File: config.mk
export PLATFORM = sky130hd
export DESIGN_NAME = pulse_accum
export DESIGN_NICKNAME = d
export VERILOG_FILES = /design/src/rtl/pulse_accum.sv
export SDC_FILE = /design/constraint.sdc
export NUM_CORES = 1
export LEC_CHECK = 0
export BUFFER_PORTS_ARGS = -buffer_cell sky130_fd_sc_hd__buf_2
export CAP_MARGIN = 20
export CORE_MARGIN = 2
export CORE_UTILIZATION = 26
export CTS_BUF_LIST = sky130_fd_sc_hd__clkbuf_2
export CTS_CLUSTER_SIZE = 20
export DETAILED_ROUTE_END_ITERATION = 8
export RECOVER_POWER = 50
export SLEW_MARGIN = 15
export SYNTH_ARGS = -nofsm -noshare
export SYNTH_HDL_FRONTEND = slang
export SYNTH_SLANG_ARGS = --single-unit
export TNS_END_PERCENT = 50
File: constraint.sdc
create_clock -name clk -period 5.37 [get_ports clk]
set_input_delay 1.611 -clock clk [delete_from_list [all_inputs] [get_ports clk]]
set_output_delay 1.611 -clock clk [all_outputs]
set_load 0.05 [all_outputs]
File: src/rtl/pulse_accum.sv
module pulse_accum #(
  parameter int CNT_W    = 8,
  parameter int PRESCALE = 64
) (
  input  logic             clk,
  input  logic             rst_n,
  input  logic [1:0]       addr,
  input  logic             wr_en,
  input  logic [CNT_W-1:0] wr_data,
  output logic [CNT_W-1:0] rd_data,
  input  logic             pulse_in,
  output logic             ovf_irq,
  output logic             edge_irq
);
  localparam int PW = (PRESCALE > 1) ? $clog2(PRESCALE) : 1;
  localparam logic [CNT_W-1:0] CNT_MAX = '1;

  logic [CNT_W-1:0] cnt;
  logic [PW-1:0]    psc;
  logic             s1, s2, s3;
  logic             on_q, gated_q, pol_q, ovf_ie_q, edge_ie_q;
  logic             ovf_flag, edge_flag;

  wire tick      = (psc == PW'(PRESCALE - 1));
  wire wr_cnt    = wr_en && addr == 2'd0;
  wire wr_ctl    = wr_en && addr == 2'd1;
  wire wr_flg    = wr_en && addr == 2'd2;
  wire act_edge  = (s2 == pol_q) && (s3 != pol_q);
  wire trail     = (s3 == pol_q) && (s2 != pol_q);
  wire gate_on   = (s2 == pol_q);
  wire inc       = on_q && (gated_q ? (tick && gate_on) : act_edge);
  wire ovf_set   = inc && !wr_cnt && cnt == CNT_MAX;
  wire edge_set  = on_q && (gated_q ? trail : act_edge);

  always_ff @(posedge clk or negedge rst_n)
    if (!rst_n) psc <= '0;
    else        psc <= tick ? '0 : psc + 1'b1;

  always_ff @(posedge clk or negedge rst_n)
    if (!rst_n) {s1, s2, s3} <= 3'b000;
    else        {s1, s2, s3} <= {pulse_in, s1, s2};

  always_ff @(posedge clk or negedge rst_n)
    if (!rst_n)      cnt <= '0;
    else if (wr_cnt) cnt <= wr_data;
    else if (inc)    cnt <= cnt + 1'b1;

  always_ff @(posedge clk or negedge rst_n)
    if (!rst_n)
      {edge_ie_q, ovf_ie_q, pol_q, gated_q, on_q} <= '0;
    else if (wr_ctl)
      {edge_ie_q, ovf_ie_q, pol_q, gated_q, on_q} <=
        {wr_data[5], wr_data[4], wr_data[2], wr_data[1], wr_data[0]};

  always_ff @(posedge clk or negedge rst_n)
    if (!rst_n) begin
      ovf_flag  <= 1'b0;
      edge_flag <= 1'b0;
    end else begin
      ovf_flag  <= ovf_set  | (ovf_flag  & ~(wr_flg & wr_data[0]));
      edge_flag <= edge_set | (edge_flag & ~(wr_flg & wr_data[1]));
    end

  always_comb begin
    rd_data = '0;
    case (addr)
      2'd0: rd_data = cnt;
      2'd1: begin
        rd_data[0] = on_q;
        rd_data[1] = gated_q;
        rd_data[2] = pol_q;
        rd_data[4] = ovf_ie_q;
        rd_data[5] = edge_ie_q;
      end
      2'd2: rd_data[1:0] = {edge_flag, ovf_flag};
      default: rd_data = '0;
    endcase
  end

  assign ovf_irq  = ovf_flag  & ovf_ie_q;
  assign edge_irq = edge_flag & edge_ie_q;


  write_wins_chk: assert property (@(posedge clk) disable iff (!rst_n)
    wr_cnt |=> cnt == $past(wr_data));


  step_one_chk: assert property (@(posedge clk) disable iff (!rst_n)
    (cnt != $past(cnt)) && !$past(wr_cnt) |-> cnt == $past(cnt) + 1'b1);


  wrap_flag_chk: assert property (@(posedge clk) disable iff (!rst_n)
    $past(cnt) == CNT_MAX && cnt == '0 && !$past(wr_cnt) |-> ovf_flag);


  idle_hold_chk: assert property (@(posedge clk) disable iff (!rst_n)
    !on_q && !wr_cnt |=> $stable(cnt));


  w1c_clear_chk: assert property (@(posedge clk) disable iff (!rst_n)
    wr_flg && wr_data[1] && !edge_set |=> !edge_flag);


  gate_idle_chk: assert property (@(posedge clk) disable iff (!rst_n)
    on_q && gated_q && !gate_on && !wr_cnt |=> $stable(cnt));
endmodule

; ---- Word level (Yosys, flattened, before mapping)
; Index checks and enable logic that the tools add are counted.
[word_totals]
reg_bits = 24
inputBits = 14
out_inout_bits = 10
[op_classes]
addsub = 2
eq_ne = 8
n_mux = 10
bitwise_logic = 10
n_reduce_logical = 13
[ops]
columns = operator, count
row1 = 8-bit 2-to-1 mux, 2
row2 = 1-bit logical AND, 10
row3 = 8-bit by 1-bit adder with 8-bit output (second input constant), 1
row4 = 8-bit equality test (second input constant), 1
row5 = 6-bit by 1-bit adder with 6-bit output (second input constant), 1
row6 = 1-bit bitwise AND, 6
row7 = 6-bit equality test (second input constant), 1
row8 = 6-bit 2-to-1 mux, 1
row9 = 2-bit case mux with 3 select lines, 1
row10 = 2-bit case mux with 2 select lines, 1
row11 = 1-bit 2-to-1 mux, 3
row12 = 1-bit equality test, 2
row13 = 2-bit by 1-bit equality test with 1-bit output (second input constant), 1
row14 = 2-bit equality test (second input constant), 1
row15 = 2-bit zero test, 1
row16 = 2-bit 2-to-1 mux, 1
row17 = 1-bit != test, 2
row18 = 1-bit inverter, 2
row19 = 1-bit bitwise OR, 2
row20 = 1-bit case mux with 2 select lines, 1
row21 = 2-bit nonzero test, 1
row22 = 1-bit zero test, 1

; ---- Logic depth before layout (Yosys ltp)
[depth]
ltp_word = 7
ltp_mapped = 6

; ---- Worst setup path before layout
; No wires, ideal clock.
[synth_path]
kind = input to output
startpoint = in addr[1]
endpoint = out rd_data[0]
arrival_ps = 3064
required_ps = 3759
slack_ps = 695
cell_stages = 3
path_cell_list = clkbuf_1 -> mux2i_1 -> o21ai_0
[synth_between]
elab_chain_len = 2
[synth_lines]
columns = element, line_no
row1 = from (decl), 7  ; input logic [1:0] addr,
row2 = 2-bit equality test (tied with other cells), 66  ; case (addr)
row3 = 2-bit case mux with 3 select lines *, 66
row4 = to (decl), 10  ; output logic [CNT_W-1:0] rd_data,
; Every way passes the cells marked *; elsewhere a longest branch is shown, timed or not.

; ---- Worst setup path after layout
[layout_path]
startpoint = in addr[0]
endpoint = out rd_data[1]
; The elaborated chain is that of the path after synthesis.

==> run summary <==
Summing over every cut layer, the via total after detailed routing is 951. The cell area after synthesis is 1257 um2. In this run the horizontal extent of the chip is 73.55 um.

Setup repair after global routing left no endpoint under its margin. The clock insertion delay at the later pin of the skew report came out at 0.35 ns. The detailed router used layers up to and including met4. The number of nets produced by synthesis came out at 140.

Leaving out fill and tap cells, the most frequent cell in the layout is sky130_fd_sc_hd__dfrtp_1. The average instance in the mapped netlist occupies 10.14 um2. The count of max-cap constraint violations is 0. The maximum clock frequency came out at 0.2464 GHz.

The initial antenna violation count is 0. Dividing total power by cell area gives a power density of 369.1 nW/um2. The slack of the worst reg-to-reg path came out at 3.23 ns. The maximum VDD drop is 0.0001112 V.

The number of core rows came out at 25. Summed over all layers, the global routing overflow is 0. The final net count is 165. In this run, post-CTS hold repair placed 0 buffers. The hold violation count in the final report came out at 0. The area of the core came out at 4692 um2. After synthesis the netlist holds a flip-flop and latch count of 24. The final-layout fill cell count came out at 496. The share of the Yosys chip area taken by registers is 47.76%. The die height came out at 73.55 um. The number of vias per cell came out at 4.708. Summed over all failing endpoints, the final setup total negative slack is 0 ns.

The start point of the worst min-delay path is s1$_DFF_PN0_. The top cell types in the final layout, fill and taps aside, are sky130_fd_sc_hd__dfrtp_1 (24), sky130_fd_sc_hd__buf_2 (22), sky130_fd_sc_hd__nor2_1 (17). For this configuration, the core starts out at a cell density of 26.80%. The worst flop-to-flop path startpoint is psc[0]$_DFF_PN0_.

The worst setup path is launched from an input port. The endpoint required time on the critical path is 3.76 ns. The final critical-path required period came out at 4.058 ns. The endpoint arrival time on the critical path came out at 2.45 ns. The length of routed wiring on met1 is 1232 um. The die covers 5409 um2. The period utilization came out at 75.57%.

After detailed routing, the total wire length is 2535 um. The length of routed met3 wiring came out at 138 um. The number of setup buffers added after CTS is 0. The sequential cell area in the final layout came out at 600.6 um2.

Compared with the post-synthesis result, the final layout area differs by 16.72%. The final-report setup violation count is 0. The worst setup path is captured at a primary output. The slew at the pin closest to its max-slew limit is 1.278 ns.

The headroom to the max-slew limit came out at 14.80%. The number of antenna repair diodes is 0. The maximum clock insertion buffer count came out at 2. The congestion estimate from routability-driven global placement came to 0.7578. The count of nets left with antenna violations once routing finished came out at 0. The setup slack after placement came out at 1.322 ns. The Yosys step of the flow raised 0 warnings.

The final number of max-transition violations is 0. The wire length of the first global-routing pass is 4326 um. The post-synthesis instance total is 124. In this run the static leakage power is 0.0006484 uW.

In the detailed route, the total length drawn on met2 is 1137 um. The quantity of I/O buffers inserted on ports came out at 23. The critical path endpoint is rd_data[1].

In the final layout, the share of cells above drive strength 1 is 22.97%. In this run the critical register-to-register path is captured at cnt[6]$_DFFE_PN0P_. The kind of critical path is input port to primary output. The path class of the tightest hold or removal check is flop to flop. The number of gates resized after CTS was 0. The multi-input combinational cell area is 640.6 um2. Pin placement for this block handled 24 I/O pins. After detailed routing, the average wire length per cell comes to 12.55 um. Of all nets on the critical path, the largest fanout is 8. The flow ran to the end, and the final reports show no timing, DRC or antenna violations. The number of clock sinks came out at 24. In this run the number of H-tree levels came out at 1.

The cell depth of the worst flop-to-flop path came out at 6. TritonCTS built the clock tree. The post-detailed-placement half-perimeter wirelength is 1938 um.

The iteration-0 DRC count of the detailed router is 56. The tree is rooted in a sky130_fd_sc_hd__clkbuf_2. The global router's overall resource usage came out at 10.16%. The TritonCTS buffer count came out at 3. The via count of the first global-routing pass came out at 938. The maximum clock skew at final layout came out at 0.007556 ns. Before antenna repair, the detailed router went through 4 iterations.

The total DRC errors in the routed layout is 0. The count of cell types in the netlist is 29. The setup slack after layout came out at 1.312 ns.

The post-CTS clock slew at the launch and capture registers of the worst setup and hold paths is 0.23 ns. The most critical setup path has its startpoint at addr[0]. The maximum number of pins on one net before global-route repair is 25.
==> cells in the mapped netlist <==
cell	count	area, um2
sky130_fd_sc_hd__a21oi_4	1	16.27
sky130_fd_sc_hd__nand3b_1	2	15.01
sky130_fd_sc_hd__o31ai_1	2	15.01
sky130_fd_sc_hd__and3_1	2	12.51
sky130_fd_sc_hd__or3_1	1	6.260
sky130_fd_sc_hd__nor2_1	17	63.81
sky130_fd_sc_hd__xnor2_1	1	8.760
sky130_fd_sc_hd__nor2b_1	1	6.260
sky130_fd_sc_hd__o21ai_0	7	35.03
sky130_fd_sc_hd__a22o_1	1	8.760
sky130_fd_sc_hd__nand2b_1	2	12.51
sky130_fd_sc_hd__o2111ai_1	2	17.52
sky130_fd_sc_hd__a31oi_1	2	12.51
sky130_fd_sc_hd__ha_1	2	25.02
sky130_fd_sc_hd__clkbuf_1	3	11.26
sky130_fd_sc_hd__nor4_4	1	21.27
sky130_fd_sc_hd__nand3_1	3	15.01
sky130_fd_sc_hd__mux2i_1	6	60.06
sky130_fd_sc_hd__nand2_1	13	48.80
sky130_fd_sc_hd__o21ai_2	1	8.760
sky130_fd_sc_hd__nand3_2	1	10.01
sky130_fd_sc_hd__o41ai_1	1	8.760
sky130_fd_sc_hd__or3b_1	1	8.760
sky130_fd_sc_hd__xor2_1	9	78.83
sky130_fd_sc_hd__mux2_2	5	56.30
sky130_fd_sc_hd__and2_1	5	31.28
sky130_fd_sc_hd__or4_1	1	7.510
sky130_fd_sc_hd__a21oi_1	7	35.03
sky130_fd_sc_hd__dfrtp_1	24	600.6
==> registers in the layout, summed over array words and instances (netlist names) <==
| signal | flops |
|---|---|
| cnt | 8 |
| edge_flag | 1 |
| edge_ie_q | 1 |
| gated_q | 1 |
| on_q | 1 |
| ovf_flag | 1 |
| ovf_ie_q | 1 |
| pol_q | 1 |
| psc | 6 |
| s1 | 1 |
| s2 | 1 |
| s3 | 1 |
==> layer usage <==
| metal | track usage, % | up-vias |
|---|---|---|
| li1 | - | 485 |
| met1 | 13.88 | 442 |
| met2 | 16.17 | 22 |
| met3 | 1.235 | 2 |
| met4 | 4.242 | 0 |
| met5 | 0 | - |
==> worst max-delay path, cell delays in order <==
cell	delay, ns
sky130_fd_sc_hd__buf_2	0.17
sky130_fd_sc_hd__nor2b_1	0.23
sky130_fd_sc_hd__nand2_1	0.07
sky130_fd_sc_hd__o21ai_0	0.07
sky130_fd_sc_hd__buf_2	0.29
==> per-stage QoR <==
step / utilization [%] / total power [uW] / instance area (um2) / cells / hold slack [ns]
floorplan: - / 379.2 / 1257 / 124 / 0.3312
global placement: 30.45 / 423.7 / 1429 / 198 / 0.3350
detailed placement: 30.45 / 426.6 / 1429 / 198 / 0.3403
CTS: 31.41 / 548.2 / 1474 / 202 / 0.3898
global route: 31.28 / 580.5 / 1468 / 202 / 0.3973
finish: 31.28 / 541.8 / 1468 / 202 / 0.3842
==> cell type report <==
class,instances,area share [%]
multi-input combinational,97,43.65
tap,54,4.604
clock inverter,1,2.046
sequential,24,40.92
clock buffer,3,1.023
timing repair buffer,23,7.758
==> power breakdown <==
part	internal, uW	switching, uW	leakage [uW]
Combinational	62.2	104	0.000346
Clock	64.1	56.4	0.0000266
Sequential	214	40.7	0.000276
==> worst min-delay path by stage <==
stage	end	slack, ns	cells past startpoint
3_3_place_gp	s2$_DFF_PN0_	0.34	0
3_5_place_dp	s2$_DFF_PN0_	0.34	0
2_1_floorplan	s2$_DFF_PN0_	0.33	0
5_1_grt	s2$_DFF_PN0_	0.40	0
6_report	s2$_DFF_PN0_	0.38	0
4_1_cts	s2$_DFF_PN0_	0.39	0
==> logic make-up after synthesis <==
kind of cell | Yosys count | share of synthesized area (%)
multiplexers | 11 | 9.254
buffers and inverters | 3 | 0.8955
adder cells (fa/ha/maj) | 2 | 1.990
AO/OA/AOI/OAI | 24 | 12.54
XOR/XNOR | 10 | 6.966
AND/OR/NAND/NOR | 50 | 20.60
flip-flops | 24 | 47.76
Power figures use the tool's default switching activity.
